`src/rtl/wdog_pkg.sv`:
```
package wdog_pkg;

    typedef enum logic [1:0] {
        ST_RUN   = 2'd0,
        ST_PAUSE = 2'd1,
        ST_OFF   = 2'd2,
        ST_HOLD  = 2'd3
    } wd_state_t;

    localparam logic [1:0] CAUSE_WDOG = 2'b00;
    localparam logic [1:0] CAUSE_RSVD = 2'b01;
    localparam logic [1:0] CAUSE_PWR  = 2'b10;
    localparam logic [1:0] CAUSE_PIN  = 2'b11;

    localparam logic [1:0] MODE_OFF = 2'b00;

endpackage

```
`src/rtl/wdog_key.sv`:
```
module wdog_key #(
    parameter int unsigned    KEY_W = 8,
    parameter logic [KEY_W-1:0] KEY = 8'h5A
) (
    input  logic             clr_wr,
    input  logic [KEY_W-1:0] clr_data,
    output logic             key_hit
);
    always_comb begin
        key_hit = clr_wr && (clr_data == KEY);
    end
endmodule

```
`src/rtl/wdog_count.sv`:
```
module wdog_count #(
    parameter int unsigned W   = 6,
    parameter int unsigned TOP = 63
) (
    input  logic         clk,
    input  logic         por_rst,
    input  logic         clr,
    input  logic         inc,
    output logic [W-1:0] cnt,
    output logic         at_top
);
    localparam logic [W-1:0] TOP_V = W'(TOP);

    logic [W-1:0] cnt_q;

    always_ff @(posedge clk or posedge por_rst) begin
        if (por_rst) begin
            cnt_q <= '0;
        end else if (clr) begin
            cnt_q <= '0;
        end else if (inc) begin
            cnt_q <= (cnt_q == TOP_V) ? '0 : cnt_q + 1'b1;
        end
    end

    always_comb begin
        cnt    = cnt_q;
        at_top = (cnt_q == TOP_V);
    end
endmodule

```
`src/rtl/wdog_cause.sv`:
```
module wdog_cause
    import wdog_pkg::*;
(
    input  logic       clk,
    input  logic       por_rst,
    input  logic       ext_rst,
    input  logic       fire,
    output logic [1:0] cause
);
    logic [1:0] cause_q;

    always_ff @(posedge clk or posedge por_rst) begin
        if (por_rst) begin
            cause_q <= CAUSE_PWR;
        end else if (ext_rst) begin
            cause_q <= CAUSE_PIN;
        end else if (fire) begin
            cause_q <= CAUSE_WDOG;
        end
    end

    always_comb begin
        cause = cause_q;
    end
endmodule

```
`src/rtl/wdog_fsm.sv`:
```
module wdog_fsm
    import wdog_pkg::*;
(
    input  logic      clk,
    input  logic      por_rst,
    input  logic      ext_rst,
    input  logic      tick,
    input  logic      key_hit,
    input  logic      mode_off,
    input  logic      always_on,
    input  logic      low_power,
    input  logic      cnt_top,
    input  logic      hold_top,
    output wd_state_t state,
    output logic      fire,
    output logic      sys_rst
);
    wd_state_t state_q;
    wd_state_t state_d;
    wd_state_t resume_st;
    logic      freeze;
    logic      overflow;

    always_comb begin
        freeze   = low_power && !always_on;
        overflow = tick && cnt_top && !key_hit;
        if (mode_off) begin
            resume_st = ST_OFF;
        end else if (freeze) begin
            resume_st = ST_PAUSE;
        end else begin
            resume_st = ST_RUN;
        end
    end

    // state register
    always_ff @(posedge clk or posedge por_rst) begin
        if (por_rst) begin
            state_q <= ST_HOLD;
        end else begin
            state_q <= state_d;
        end
    end

    // transitions
    always_comb begin
        state_d = state_q;
        if (ext_rst) begin
            state_d = ST_HOLD;
        end else begin
            unique case (state_q)
                ST_RUN: begin
                    if (mode_off) begin
                        state_d = ST_OFF;
                    end else if (overflow) begin
                        state_d = ST_HOLD;
                    end else if (freeze) begin
                        state_d = ST_PAUSE;
                    end
                end
                ST_PAUSE: begin
                    if (mode_off) begin
                        state_d = ST_OFF;
                    end else if (!freeze) begin
                        state_d = ST_RUN;
                    end
                end
                ST_OFF: begin
                    if (!mode_off) begin
                        state_d = resume_st;
                    end
                end
                ST_HOLD: begin
                    if (tick && hold_top) begin
                        state_d = resume_st;
                    end
                end
                default: state_d = ST_HOLD;
            endcase
        end
    end

    // outputs
    always_comb begin
        state   = state_q;
        sys_rst = (state_q == ST_HOLD);
        fire    = (state_q == ST_RUN) && !ext_rst && !mode_off && overflow;
    end
endmodule

```
`src/rtl/wdog_rstcause.sv`:
```
module wdog_rstcause
    import wdog_pkg::*;
#(
    parameter int unsigned      CNT_W      = 6,
    parameter int unsigned      HOLD_TICKS = 4,
    parameter int unsigned      KEY_W      = 8,
    parameter logic [KEY_W-1:0] CLR_KEY    = 8'h5A
) (
    input  logic             clk,
    input  logic             por_rst,
    input  logic             ext_rst,
    input  logic             tick,
    input  logic             clr_wr,
    input  logic [KEY_W-1:0] clr_data,
    input  logic [1:0]       wd_mode,
    input  logic             low_power,
    output logic             sys_rst,
    output logic [1:0]       rst_cause
);
    localparam int unsigned CNT_TOP  = (1 << CNT_W) - 1;
    localparam int unsigned HOLD_W   = (HOLD_TICKS > 1) ? $clog2(HOLD_TICKS) : 1;
    localparam int unsigned HOLD_TOP = HOLD_TICKS - 1;

    wd_state_t         state;
    logic              key_hit;
    logic              mode_off;
    logic              always_on;
    logic              fire;
    logic [CNT_W-1:0]  wd_cnt;
    logic              cnt_top;
    logic              cnt_clr;
    logic              cnt_inc;
    logic [HOLD_W-1:0] hold_cnt;
    logic              hold_top;
    logic              hold_clr;
    logic              hold_inc;

    always_comb begin
        mode_off  = (wd_mode == MODE_OFF);
        always_on = wd_mode[1];
        cnt_clr   = ext_rst || key_hit || mode_off ||
                    (state == ST_OFF) || (state == ST_HOLD);
        cnt_inc   = tick && (state == ST_RUN);
        hold_clr  = ext_rst || (state != ST_HOLD);
        hold_inc  = tick;
    end

    wdog_key #(
        .KEY_W (KEY_W),
        .KEY   (CLR_KEY)
    ) u_key (
        .clr_wr   (clr_wr),
        .clr_data (clr_data),
        .key_hit  (key_hit)
    );

    wdog_count #(
        .W   (CNT_W),
        .TOP (CNT_TOP)
    ) u_main_cnt (
        .clk     (clk),
        .por_rst (por_rst),
        .clr     (cnt_clr),
        .inc     (cnt_inc),
        .cnt     (wd_cnt),
        .at_top  (cnt_top)
    );

    wdog_count #(
        .W   (HOLD_W),
        .TOP (HOLD_TOP)
    ) u_hold_cnt (
        .clk     (clk),
        .por_rst (por_rst),
        .clr     (hold_clr),
        .inc     (hold_inc),
        .cnt     (hold_cnt),
        .at_top  (hold_top)
    );

    wdog_fsm u_fsm (
        .clk       (clk),
        .por_rst   (por_rst),
        .ext_rst   (ext_rst),
        .tick      (tick),
        .key_hit   (key_hit),
        .mode_off  (mode_off),
        .always_on (always_on),
        .low_power (low_power),
        .cnt_top   (cnt_top),
        .hold_top  (hold_top),
        .state     (state),
        .fire      (fire),
        .sys_rst   (sys_rst)
    );

    wdog_cause u_cause (
        .clk     (clk),
        .por_rst (por_rst),
        .ext_rst (ext_rst),
        .fire    (fire),
        .cause   (rst_cause)
    );

    logic unused_hold;
    always_comb begin
        unused_hold = ^hold_cnt;
    end
endmodule

```
`config.mk`:
```
export PLATFORM = sky130hd
export DESIGN_NAME = wdog_rstcause
export DESIGN_NICKNAME = d
export VERILOG_FILES = /design/src/rtl/wdog_pkg.sv /design/src/rtl/wdog_key.sv /design/src/rtl/wdog_count.sv /design/src/rtl/wdog_cause.sv /design/src/rtl/wdog_fsm.sv /design/src/rtl/wdog_rstcause.sv
export SDC_FILE = /design/constraint.sdc
export NUM_CORES = 1
export LEC_CHECK = 0
export ABC_CLOCK_PERIOD_IN_PS = 4100
export BUFFER_PORTS_ARGS = -buffer_cell sky130_fd_sc_hd__buf_4
export CORE_MARGIN = 2
export CORE_UTILIZATION = 31
export CTS_CLUSTER_SIZE = 24
export DETAILED_ROUTE_END_ITERATION = 7
export GPL_ROUTABILITY_DRIVEN = 1
export PLACE_DENSITY = 0.47
export SYNTH_ARGS = -nofsm -noshare
export SYNTH_HDL_FRONTEND = slang
export SYNTH_SLANG_ARGS = --single-unit
```
`constraint.sdc`:
```
create_clock -name clk -period 4.1 [get_ports clk]
set_clock_uncertainty 0.05 [all_clocks]
set_input_delay 0.82 -clock clk [delete_from_list [all_inputs] [get_ports clk]]
set_output_delay 0.82 -clock clk [all_outputs]
set_load 0.03 [all_outputs]
```
==> tab_implementation.tex, run 1 <==
\begin{tabular}{lr}
\hline
Metric & Value \\
\hline
\multicolumn{2}{l}{\textbf{Timing}} \\
Unrepaired setup endpoints after global routing & no \\
Max transition margin & between 60\% and 70\% \\
Pin slew with the least headroom to its limit & 0.465 ns \\
Final period demand of the worst path & 2.09 ns \\
Setup-violating endpoint count in the final report & 0 \\
Achievable clock frequency & around 0.48 GHz \\
Final worst-path cycle share & 50.9\% \\
Total Neg Setup Slack & 0 ns \\
Number of slew-limit violations in the final report & 0 \\
Final-report hold violation count & 0 \\
\multicolumn{2}{l}{\textbf{Clocking}} \\
Clk pin slew, worst setup/hold paths & 0.07 ns \\
Root buffer selected by CTS & sky130\_fd\_sc\_hd\_\_clkbuf\_4 \\
Number of gates resized after CTS & 0 \\
Deepest level of the CTS H-tree & 1 \\
Clock tree from TritonCTS & built \\
Clock latency of the later-clocked register in the worst-skew pair & about 0.26 ns \\
\# hold bufs at CTS & 0 \\
Number of buffers on the longest clock path & 2 \\
Number of post-CTS setup repair buffers & 0 \\
Sink Count & 12 \\
Total clock buffers created by CTS & 3 \\
\multicolumn{2}{l}{\textbf{Synthesis}} \\
Post-synth top area cell & sky130\_fd\_sc\_hd\_\_dfrtp\_1 \\
Number of flops mapped to enable cells by yosys & 0 \\
Async SR Flop Fraction & 100\% \\
Top cells by area, synth & sky130\_fd\_sc\_hd\_\_dfrtp\_1 30\%, sky130\_fd\_sc\_hd\_\_dfstp\_2 11\%, sky130\_fd\_sc\_hd\_\_nor2\_1 6.6\% \\
Post-synthesis instance area & around 740 um2 \\
Area fraction of the dominant cell type after synthesis & 30.4\% \\
YS warnings & 0 \\
Most repeated cell in the gate-level netlist after synthesis & sky130\_fd\_sc\_hd\_\_nor2\_1 \\
Flops \& latches, synth & 12 \\
Synthesized net count & about 100 \\
Yosys cell types & 33 \\
Top post-synthesis cells by count & 13 x sky130\_fd\_sc\_hd\_\_nor2\_1, 9 x sky130\_fd\_sc\_hd\_\_dfrtp\_1, 8 x sky130\_fd\_sc\_hd\_\_a21oi\_1, 5 x sky130\_fd\_sc\_hd\_\_nand2\_1, 4 x sky130\_fd\_sc\_hd\_\_nand3\_1 \\
Average footprint of a synthesized cell & about 8.6 um2 \\
Synth Instances & 86 \\
Post-synthesis sequential area ratio & 41.0\% \\
Top\_reg\_cell synth & sky130\_fd\_sc\_hd\_\_dfrtp\_1 \\
\multicolumn{2}{l}{\textbf{Global route}} \\
Number of antenna violations at the first check in global routing & 0 \\
Global-route wire length before repair & 2580 um \\
Largest net degree at the start of global routing & 13 \\
Overall global routing resource usage & around an eighth \\
Total gr overflow & 0 \\
Number of global-route vias before repair & 612 \\
\multicolumn{2}{l}{\textbf{Floorplanning}} \\
Full die area & 2800 um2 \\
Starting Density & about a third \\
Top-Level Pins & 19 \\
Core area & 2230 um2 \\
Die height & 52.9 um \\
Die outline width & 52.9 um \\
FP Rows & 17 \\
\multicolumn{2}{l}{\textbf{Placement}} \\
Final GP Congestion & 0.808 \\
DP Cell Count & 127 \\
IO buf count & 18 \\
Post-detailed-placement half-perimeter wirelength & 1270 um \\
\multicolumn{2}{l}{\textbf{Final layout}} \\
Final Net Count & roughly 120 \\
Final-layout fill cell count & 233 \\
Multi-input gate area & 405 um2 \\
Area growth from synthesis to layout & 25.0\% \\
Fraction of layout cells with a size suffix above 1 & 26.2\% \\
Post-route non-filler standard cell count & around 130 \\
Ant diodes & 0 \\
FF+latch area & 304 um2 \\
\multicolumn{2}{l}{\textbf{Worst setup path}} \\
Data arrival time of the critical path & roughly 1.2 ns \\
Highest cell delay on the worst timing path & 0.63 ns \\
Dominant delay contributor by cell family on the critical path & flip-flops \\
Required time of the critical path & 3.23 ns \\
Worst flop-to-flop path startpoint & u\_main\_cnt.cnt[0] \\
Sum of buffers and inverters on the critical path & 2 \\
Launching element type of the critical path & flop \\
Critical Path Fanout Max & 10 \\
Critical Path End Type & output pin \\
Sequence of cells on the critical path & nand2\_1 -> inv\_1 -> buf\_4 \\
Crit-path slowest cell & sky130\_fd\_sc\_hd\_\_dfstp\_2 \\
Crit path from & u\_fsm.state[0] \\
Crit path kind & reg2out \\
\multicolumn{2}{l}{\textbf{Drt}} \\
First-pass detailed-route iteration total & 4 \\
Post-DRT Antenna Nets & 0 \\
Ratio of routed vias to standard cells & 5.31 \\
Wirelength per Cell & 12.0 um \\
Total via count in the routed design & 695 \\
Post-detailed-route DRC marker count & 0 \\
DRT Wirelength & about 1600 um \\
Detailed router's first-iteration violation count & 22 \\
\multicolumn{2}{l}{\textbf{Status}} \\
Run status & complete, no violations \\
\multicolumn{2}{l}{\textbf{Min path}} \\
Hold path startpoint & u\_cause.cause[0] \\
Min-Delay Path Class & reg2reg \\
\multicolumn{2}{l}{\textbf{Flow run}} \\
MaxCap Viol Count & 0 \\
\multicolumn{2}{l}{\textbf{Power}} \\
Pwr dens & 291 nW/um2 \\
Largest voltage drop on the vdd net & 0.000129 V \\
Static Leakage & 0.000410 uW \\
\hline
\end{tabular}
## flip-flops by register name (all words and copies together) (netlist names)
register        flops
u_main_cnt.cnt      6
u_cause.cause       2
u_fsm.state         2
u_hold_cnt.cnt      2
## per-layer routing
layer / routed length [um] / track usage, % / up-vias
met2: 757 / 20.2 / 26
li1: - / - / 348
met4: 37 / 10.3 / 0
met3: 88 / 1.13 / 4
met5: 0 / 0 / -
met1: 695 / 15.8 / 317
## worst reg2reg max path: cells and delay by family (launching register included)
| family | cells | cell delay (ns) |
|---|---|---|
| compound gates | 2 | 0.36 |
| fa+ha+maj | 1 | 0.28 |
| flops | 1 | 0.44 |
| simple gates | 2 | 0.46 |
## cell type report
type / count / area share, %
well taps: 28 / 3.78
repair buffers: 18 / 14.6
multi-input cells: 66 / 43.7
clock buffers: 4 / 3.91
flip-flops and latches: 12 / 32.8
inverters: 3 / 1.21
## stage by stage
stage	hold WS (ns)	power, uW	cell area, um2	util (%)	setup slack (ns)
detailed placement	0.434	181	891	39.9	1.91
global route	0.469	288	927	41.5	1.93
floorplan	0.448	161	742	-	2.14
CTS	0.452	276	927	41.5	1.99
global placement	0.426	181	891	39.9	1.96
finish	0.447	270	927	41.5	2.01
## path summary, 6_finish.rpt
check	cells past startpoint	slack, ns	end
setup / recovery	3	2.01	sys_rst
hold / removal	1	0.45	u_cause.cause[0]
setup reg to reg	5	2.42	u_cause.cause[0]
hold reg to reg	1	0.45	u_cause.cause[0]
max in group asynchronous	2	3.15	u_fsm.state[0]
min in group asynchronous	2	0.51	u_cause.cause[0]
## power by group
group          internal (uW)  leakage, uW  total, uW  switching (uW)
clock network           53.9    0.0000210       92.0            38.2
registers                124     0.000151        130            6.11
logic                   23.4     0.000238       47.6            24.2
total                    202     0.000410        270            68.5
## placed cells by master (no fill, tap or decap), drive strengths merged, types with 2 or more instances in the layout
cell type,count
inv,3
dfstp,3
nand2,5
nand4,3
a21oi,8
o21ai,3
dfrtp,9
nor2,13
buf,18
nand2b,2
a21o,3
clkbuf,4
and3,2
nand3,4
ha,2
nor3,3
mux2i,2
xor2,2
## cells by family after synthesis
family | count (synthesis) | share of synthesized area, %
simple gates | 39 | 27.2
compound gates | 21 | 19.1
flops | 12 | 41.0
buf+inv | 8 | 4.38
xor+xnor | 2 | 2.36
mux | 2 | 2.70
fa+ha+maj | 2 | 3.37
(Power assumes the default switching activity.)
==> run 2, diff against run 1 <==
--- a/config.mk
+++ b/config.mk
@@ -5,14 +5,14 @@
 export SDC_FILE = /design/constraint.sdc
 export NUM_CORES = 1
 export LEC_CHECK = 0
-export ABC_CLOCK_PERIOD_IN_PS = 4100
+export ABC_CLOCK_PERIOD_IN_PS = 1800
 export BUFFER_PORTS_ARGS = -buffer_cell sky130_fd_sc_hd__buf_4
 export CORE_MARGIN = 2
 export CORE_UTILIZATION = 31
 export CTS_CLUSTER_SIZE = 24
 export DETAILED_ROUTE_END_ITERATION = 7
 export GPL_ROUTABILITY_DRIVEN = 1
-export PLACE_DENSITY = 0.47
+export PLACE_DENSITY = 0.49
 export SYNTH_ARGS = -nofsm -noshare
 export SYNTH_HDL_FRONTEND = slang
 export SYNTH_SLANG_ARGS = --single-unit
==> constraint.sdc (replaced) <==
create_clock -name clk -period 1.8 [get_ports clk]
set_clock_uncertainty 0.05 [all_clocks]
set_input_delay 0.36 -clock clk [delete_from_list [all_inputs] [get_ports clk]]
set_output_delay 0.36 -clock clk [all_outputs]
set_load 0.03 [all_outputs]
==> run 2 against run 1 <==
  * Setup slack lost 1.9 ns
  * Hold slack worse by 0.41 ns
  * Sequential power rose by 130%
  * Critical endpoint is now u_cause.cause[0]
  * Largest cell class unchanged
==> tab_implementation.tex, run 2 (synthesis results as in run 1) <==
\begin{tabular}{lr}
\hline
Metric & Value \\
\hline
\multicolumn{2}{l}{\textbf{Status}} \\
Run status & complete, no violations (unchanged) \\
\multicolumn{2}{l}{\textbf{Worst setup path}} \\
Launching element type of the critical path & flop (unchanged) \\
Sequence of cells on the critical path & and3\_1 -> nand4\_1 -> nor4\_1 -> o21ai\_1 -> a21o\_1 (was nand2\_1 -> inv\_1 -> buf\_4) \\
Reg2Reg Setup Slack & 0.13 ns (was 2.42 ns) \\
Sum of buffers and inverters on the critical path & 0 (was 2) \\
Required time of the critical path & 1.91 ns (was 3.23 ns) \\
Crit path kind & reg2reg (was reg2out) \\
Data arrival time of the critical path & 1.78 ns (was 1.22 ns) \\
Dominant delay contributor by cell family on the critical path & simple AND/OR/NAND/NOR gates (was flip-flops) \\
Crit-path slowest cell & sky130\_fd\_sc\_hd\_\_dfrtp\_1 (was sky130\_fd\_sc\_hd\_\_dfstp\_2) \\
Highest cell delay on the worst timing path & 0.42 ns (was 0.63 ns) \\
Critical Path End Type & flop (was output pin) \\
Critical Path Fanout Max & 5 (was 10) \\
\multicolumn{2}{l}{\textbf{Drt}} \\
Post-detailed-route DRC marker count & 0 (unchanged) \\
Ratio of routed vias to standard cells & 5.26 (was 5.31) \\
First-pass detailed-route iteration total & 4 (unchanged) \\
Wirelength per Cell & 12.0 um (about the same) \\
DRT Wirelength & 1590 um (was 1580 um) \\
Detailed router's first-iteration violation count & 20 (was 22) \\
Post-DRT Antenna Nets & 0 (unchanged) \\
Total via count in the routed design & 700 (was 695) \\
\multicolumn{2}{l}{\textbf{Global route}} \\
Total gr overflow & 0 (unchanged) \\
Number of antenna violations at the first check in global routing & 0 (unchanged) \\
Number of global-route vias before repair & 643 (was 612) \\
Overall global routing resource usage & 13.3\% (was 12.8\%) \\
Global-route wire length before repair & 2710 um (was 2580 um) \\
Largest net degree at the start of global routing & 13 (unchanged) \\
\multicolumn{2}{l}{\textbf{Clocking}} \\
Clock tree from TritonCTS & built (unchanged) \\
Number of post-CTS setup repair buffers & 0 (unchanged) \\
Total clock buffers created by CTS & 3 (unchanged) \\
Deepest level of the CTS H-tree & 1 (unchanged) \\
Number of buffers on the longest clock path & 2 (unchanged) \\
Clk pin slew, worst setup/hold paths & 0.08 ns (was 0.07 ns) \\
Clock latency of the later-clocked register in the worst-skew pair & 0.27 ns (was 0.26 ns) \\
Number of gates resized after CTS & 0 (unchanged) \\
Root buffer selected by CTS & sky130\_fd\_sc\_hd\_\_clkbuf\_4 (unchanged) \\
Sink Count & 12 (unchanged) \\
\# hold bufs at CTS & 0 (unchanged) \\
\multicolumn{2}{l}{\textbf{Floorplanning}} \\
Die outline width & 52.9 um (unchanged) \\
Top-Level Pins & 19 (unchanged) \\
Die height & 52.9 um (unchanged) \\
FP Rows & 17 (unchanged) \\
Starting Density & 33.2\% (unchanged) \\
Full die area & 2800 um2 (unchanged) \\
Core area & 2230 um2 (unchanged) \\
\multicolumn{2}{l}{\textbf{Final layout}} \\
Final Net Count & 124 (was 122) \\
Post-route non-filler standard cell count & 133 (was 131) \\
Fraction of layout cells with a size suffix above 1 & 27.6\% (was 26.2\%) \\
Number of flip-flops under the largest register name & 6 (unchanged) \\
Most frequent cells in the layout & 20 x sky130\_fd\_sc\_hd\_\_buf\_4, 13 x sky130\_fd\_sc\_hd\_\_nor2\_1, 9 x sky130\_fd\_sc\_hd\_\_dfrtp\_1 (was 18 x sky130\_fd\_sc\_hd\_\_buf\_4, 13 x sky130\_fd\_sc\_hd\_\_nor2\_1, 9 x sky130\_fd\_sc\_hd\_\_dfrtp\_1) \\
Ant diodes & 0 (unchanged) \\
Area growth from synthesis to layout & 27.0\% (was 25.0\%) \\
Most frequent standard cell in the layout excluding fill and tap cells & sky130\_fd\_sc\_hd\_\_buf\_4 (unchanged) \\
\multicolumn{2}{l}{\textbf{Power}} \\
Total Power Consumption & 617 uW (was 270 uW) \\
Static Leakage & 0.000421 uW (was 0.000410 uW) \\
Pwr dens & 655 nW/um2 (was 291 nW/um2) \\
Largest voltage drop on the vdd net & 0.000299 V (was 0.000129 V) \\
\multicolumn{2}{l}{\textbf{Timing}} \\
Setup-violating endpoint count in the final report & 0 (unchanged) \\
Final period demand of the worst path & 1.67 ns \\
Unrepaired setup endpoints after global routing & no (unchanged) \\
Achievable clock frequency & roughly 0.60 GHz \\
Number of slew-limit violations in the final report & 0 (unchanged) \\
Pin slew with the least headroom to its limit & 0.444 ns (was 0.465 ns) \\
Max transition margin & 70.4\% (was 69.0\%) \\
Final-report hold violation count & 0 (unchanged) \\
Final worst-path cycle share & 92.9\% \\
Post-Route Hold Slack & 0.0392 ns (was 0.447 ns) \\
Total Neg Setup Slack & 0 ns (unchanged) \\
\multicolumn{2}{l}{\textbf{Placement}} \\
Post-detailed-placement half-perimeter wirelength & 1280 um (was 1270 um) \\
Final GP Congestion & 0.727 (was 0.808) \\
DP Cell Count & 129 (was 127) \\
IO buf count & 18 (unchanged) \\
\multicolumn{2}{l}{\textbf{Flow run}} \\
MaxCap Viol Count & 0 (unchanged) \\
\multicolumn{2}{l}{\textbf{Min path}} \\
Min-Delay Path Class & in2async (was reg2reg) \\
\hline
\end{tabular}
run 2: changes by cell type in the layout (fill, tap and decap cells not counted), sizes merged:
cell  delta
buf      +2
run 2: worst paths after layout:
kind                              startpoint                end  depth (start not counted)
max in group asynchronous            por_rst     u_fsm.state[0]                          2
hold / removal                       por_rst  u_main_cnt.cnt[3]                          2
hold reg to reg             u_cause.cause[0]   u_cause.cause[0]                          1
setup reg to reg           u_main_cnt.cnt[2]   u_cause.cause[0]                          5
setup / recovery           u_main_cnt.cnt[2]   u_cause.cause[0]                          5
min in group clk                     ext_rst  u_hold_cnt.cnt[1]                          2
run 2: metrics by stage:
step	utilization (%)	area (um2)	setup slack (ns)
global route	42.2	942	0.0176
CTS	42.2	942	0.138
finish	42.2	942	0.128
detailed placement	40.6	906	0.0999
global placement	40.6	906	0.117
floorplan	-	742	0.298
run 2: layer usage:
| metal | global-route usage, % | wire length [um] | vias to the layer above | share of wire [%] |
|---|---|---|---|---|
| li1 | - | - | 353 | - |
| met1 | 15.8 | 736 | 325 | 46 |
| met2 | 23.3 | 777 | 20 | 49 |
| met3 | 0.847 | 51 | 2 | 3.2 |
| met4 | 7.69 | 27 | 0 | 1.7 |
| met5 | 0 | 0 | - | 0 |
run 2: cell type report:
class | count | area [um2]
fillers | 245 | 1290
repair buffers | 20 | 150
inverters | 3 | 11.3
well taps | 28 | 35.0
multi-input cells | 66 | 405
clock buffers | 4 | 36.3
flip-flops and latches | 12 | 304
run 2: where the power goes:
part	switching, uW	total, uW	internal [uW]
sequential	14.4	298	283
combinational	55.8	109	53.3
clock	87.9	211	123
total	158	617	459
==> run 3, diff against run 2 <==
==> constraint.sdc (replaced) <==
create_clock -name clk -period 1.8 [get_ports clk]
set_clock_uncertainty 0.05 [all_clocks]
set_input_delay 0.18 -clock clk [delete_from_list [all_inputs] [get_ports clk]]
set_output_delay 0.18 -clock clk [all_outputs]
set_load 0.03 [all_outputs]
==> run 3 against run 2 <==
  * Fmax rose by 8.3%
  * Sequential share of layout area increased by 0.30 points
  * Critical path type unchanged
  * Die area stayed put
  * Clock-buffer cell count did not move
==> tab_implementation.tex, run 3 (synthesis results as in run 1) <==
\begin{tabular}{lr}
\hline
Metric & Value \\
\hline
\multicolumn{2}{l}{\textbf{Drt}} \\
DRT Wirelength & 1550 um (was 1590 um) \\
Total via count in the routed design & 695 (was 700) \\
First-pass detailed-route iteration total & 4 (unchanged) \\
Met2 WL & 792 um (was 777 um) \\
Post-detailed-route DRC marker count & 0 (unchanged) \\
Detail Route met3 WL & 49 um (was 51 um) \\
Top layer in use & met4 (unchanged) \\
Wirelength per Cell & 11.8 um (was 12.0 um) \\
Met1 WL & 683 um (was 736 um) \\
Ratio of routed vias to standard cells & 5.27 (was 5.26) \\
Detailed router's first-iteration violation count & 7 (was 20) \\
Post-DRT Antenna Nets & 0 (unchanged) \\
\multicolumn{2}{l}{\textbf{Status}} \\
Run status & complete, no violations (unchanged) \\
\multicolumn{2}{l}{\textbf{Worst setup path}} \\
Launching element type of the critical path & flop (unchanged) \\
Data arrival time of the critical path & 1.64 ns (was 1.78 ns) \\
Crit-path slowest cell & sky130\_fd\_sc\_hd\_\_dfrtp\_1 (unchanged) \\
Critical Path End Type & flop (unchanged) \\
Highest cell delay on the worst timing path & 0.43 ns (was 0.42 ns) \\
Critical Path Fanout Max & 6 (was 5) \\
Required time of the critical path & 1.90 ns (was 1.91 ns) \\
Crit path kind & reg2reg (unchanged) \\
Sequence of cells on the critical path & ha\_1 -> nand4\_1 -> nor4\_2 -> o21ai\_1 -> a21o\_1 (was and3\_1 -> nand4\_1 -> nor4\_1 -> o21ai\_1 -> a21o\_1) \\
\multicolumn{2}{l}{\textbf{Global route}} \\
Global-route wire length before repair & 2710 um (unchanged) \\
Number of antenna violations at the first check in global routing & 0 (unchanged) \\
Total gr overflow & 0 (unchanged) \\
Number of global-route vias before repair & 652 (was 643) \\
Largest net degree at the start of global routing & 13 (unchanged) \\
Overall global routing resource usage & 13.3\% (about the same) \\
\multicolumn{2}{l}{\textbf{Clocking}} \\
Root buffer selected by CTS & sky130\_fd\_sc\_hd\_\_clkbuf\_4 (unchanged) \\
Clock latency of the later-clocked register in the worst-skew pair & 0.26 ns (was 0.27 ns) \\
Number of buffers on the longest clock path & 2 (unchanged) \\
Clk pin slew, worst setup/hold paths & 0.07 ns (was 0.08 ns) \\
Clock tree from TritonCTS & built (unchanged) \\
Total clock buffers created by CTS & 3 (unchanged) \\
Number of post-CTS setup repair buffers & 0 (unchanged) \\
Sink Count & 12 (unchanged) \\
Deepest level of the CTS H-tree & 1 (unchanged) \\
\multicolumn{2}{l}{\textbf{Floorplanning}} \\
Full die area & 2800 um2 (unchanged) \\
Core area & 2230 um2 (unchanged) \\
Die outline width & 52.9 um (unchanged) \\
Top-Level Pins & 19 (unchanged) \\
FP Rows & 17 (unchanged) \\
Die height & 52.9 um (unchanged) \\
Starting Density & 33.2\% (unchanged) \\
\multicolumn{2}{l}{\textbf{Timing}} \\
Total Neg Setup Slack & 0 ns (unchanged) \\
Final-report hold violation count & 0 (unchanged) \\
Unrepaired setup endpoints after global routing & no (unchanged) \\
Achievable clock frequency & 0.648 GHz (was 0.598 GHz) \\
Setup-violating endpoint count in the final report & 0 (unchanged) \\
Pin slew with the least headroom to its limit & 0.459 ns (was 0.444 ns) \\
Final worst-path cycle share & 85.7\% (was 92.9\%) \\
Max transition margin & 69.4\% (was 70.4\%) \\
Final period demand of the worst path & 1.54 ns (was 1.67 ns) \\
Number of slew-limit violations in the final report & 0 (unchanged) \\
\multicolumn{2}{l}{\textbf{Final layout}} \\
Final design utilization & 41.8\% (was 42.2\%) \\
FF+latch area & 304 um2 (unchanged) \\
Multi-input gate area & 412 um2 (was 405 um2) \\
Final-layout fill cell count & 238 (was 245) \\
Ant diodes & 0 (unchanged) \\
Post-route non-filler standard cell count & 132 (was 133) \\
Most frequent standard cell in the layout excluding fill and tap cells & sky130\_fd\_sc\_hd\_\_buf\_4 (unchanged) \\
Fraction of layout cells with a size suffix above 1 & 26.0\% (was 27.6\%) \\
Number of flip-flops under the largest register name & 6 (unchanged) \\
Final Net Count & 123 (was 124) \\
Area growth from synthesis to layout & 25.8\% (was 27.0\%) \\
Most frequent cells in the layout & 18 x sky130\_fd\_sc\_hd\_\_buf\_4, 13 x sky130\_fd\_sc\_hd\_\_nor2\_1, 9 x sky130\_fd\_sc\_hd\_\_dfrtp\_1 (was 20 x sky130\_fd\_sc\_hd\_\_buf\_4, 13 x sky130\_fd\_sc\_hd\_\_nor2\_1, 9 x sky130\_fd\_sc\_hd\_\_dfrtp\_1) \\
\multicolumn{2}{l}{\textbf{Power}} \\
Pwr dens & 614 nW/um2 (was 655 nW/um2) \\
Largest voltage drop on the vdd net & 0.000302 V (was 0.000299 V) \\
Static Leakage & 0.000408 uW (was 0.000421 uW) \\
\multicolumn{2}{l}{\textbf{Placement}} \\
IO buf count & 18 (unchanged) \\
Post-detailed-placement half-perimeter wirelength & 1260 um (was 1280 um) \\
Final GP Congestion & 0.857 (was 0.727) \\
DP Cell Count & 127 (was 129) \\
\multicolumn{2}{l}{\textbf{Flow run}} \\
MaxCap Viol Count & 0 (unchanged) \\
\multicolumn{2}{l}{\textbf{Min path}} \\
Min-Delay Path Class & in2reg (was in2async) \\
\hline
\end{tabular}
run 3: through the flow:
| stage | cell area (um2) | total power, uW | setup WS (ns) | hold slack, ns |
|---|---|---|---|---|
| final | 933 | 573 | 0.257 | 0.106 |
| after global routing | 933 | 615 | 0.109 | 0.0990 |
| after CTS | 927 | 583 | 0.203 | 0.101 |
| after detailed placement | 891 | 412 | 0.229 | 0.164 |
| after global placement | 891 | 409 | 0.255 | 0.186 |
| after floorplan | 742 | 366 | 0.328 | -0.00745 |
run 3: metal layers:
| metal | GRT usage [%] | up-vias |
|---|---|---|
| li1 | - | 348 |
| met1 | 15.8 | 327 |
| met2 | 22.7 | 18 |
| met3 | 0.847 | 2 |
| met4 | 8.97 | 0 |
| met5 | 0 | - |
run 3: report_power, final:
group          switching, uW  internal, uW
clock                   77.5          85.5
sequential              15.0           283
combinational           56.6          54.8
run 3: what timing repair did:
action / 4_1_cts / 5_1_grt
endpoints found under the hold margin: 9 / 0
setup endpoints to repair: 0 / 1
hold buffers: 1 / 0
gates resized for setup: 0 / 1
run 3: area by class of cell:
class                      count  area share, %
timing repair buffer          19           15.5
sequential                    12           32.6
multi-input combinational     66           44.1
clock buffer                   4           2.82
inverter                       3           1.21
tap                           28           3.75
run 3: worst paths after layout:
check / startpoint / to / slack, ns / cells past startpoint
worst min-delay path: ext_rst / u_hold_cnt.cnt[1] / 0.11 / 2
worst min register to register: u_cause.cause[0] / u_cause.cause[0] / 0.45 / 1
worst max register to register: u_main_cnt.cnt[0] / u_cause.cause[0] / 0.26 / 5
worst max-delay path: u_main_cnt.cnt[0] / u_cause.cause[0] / 0.26 / 5
min in group asynchronous: por_rst / u_hold_cnt.cnt[0] / 0.42 / 3
max in group asynchronous: por_rst / u_fsm.state[1] / 0.92 / 3
run 3: critical path, delay by kind of cell (launching register included):
kind	cells	cell delay, ns
AND/OR/NAND/NOR	2	0.37
flip-flops	1	0.43
AO/OA/AOI/OAI	2	0.32
adder cells (fa/ha/maj)	1	0.25
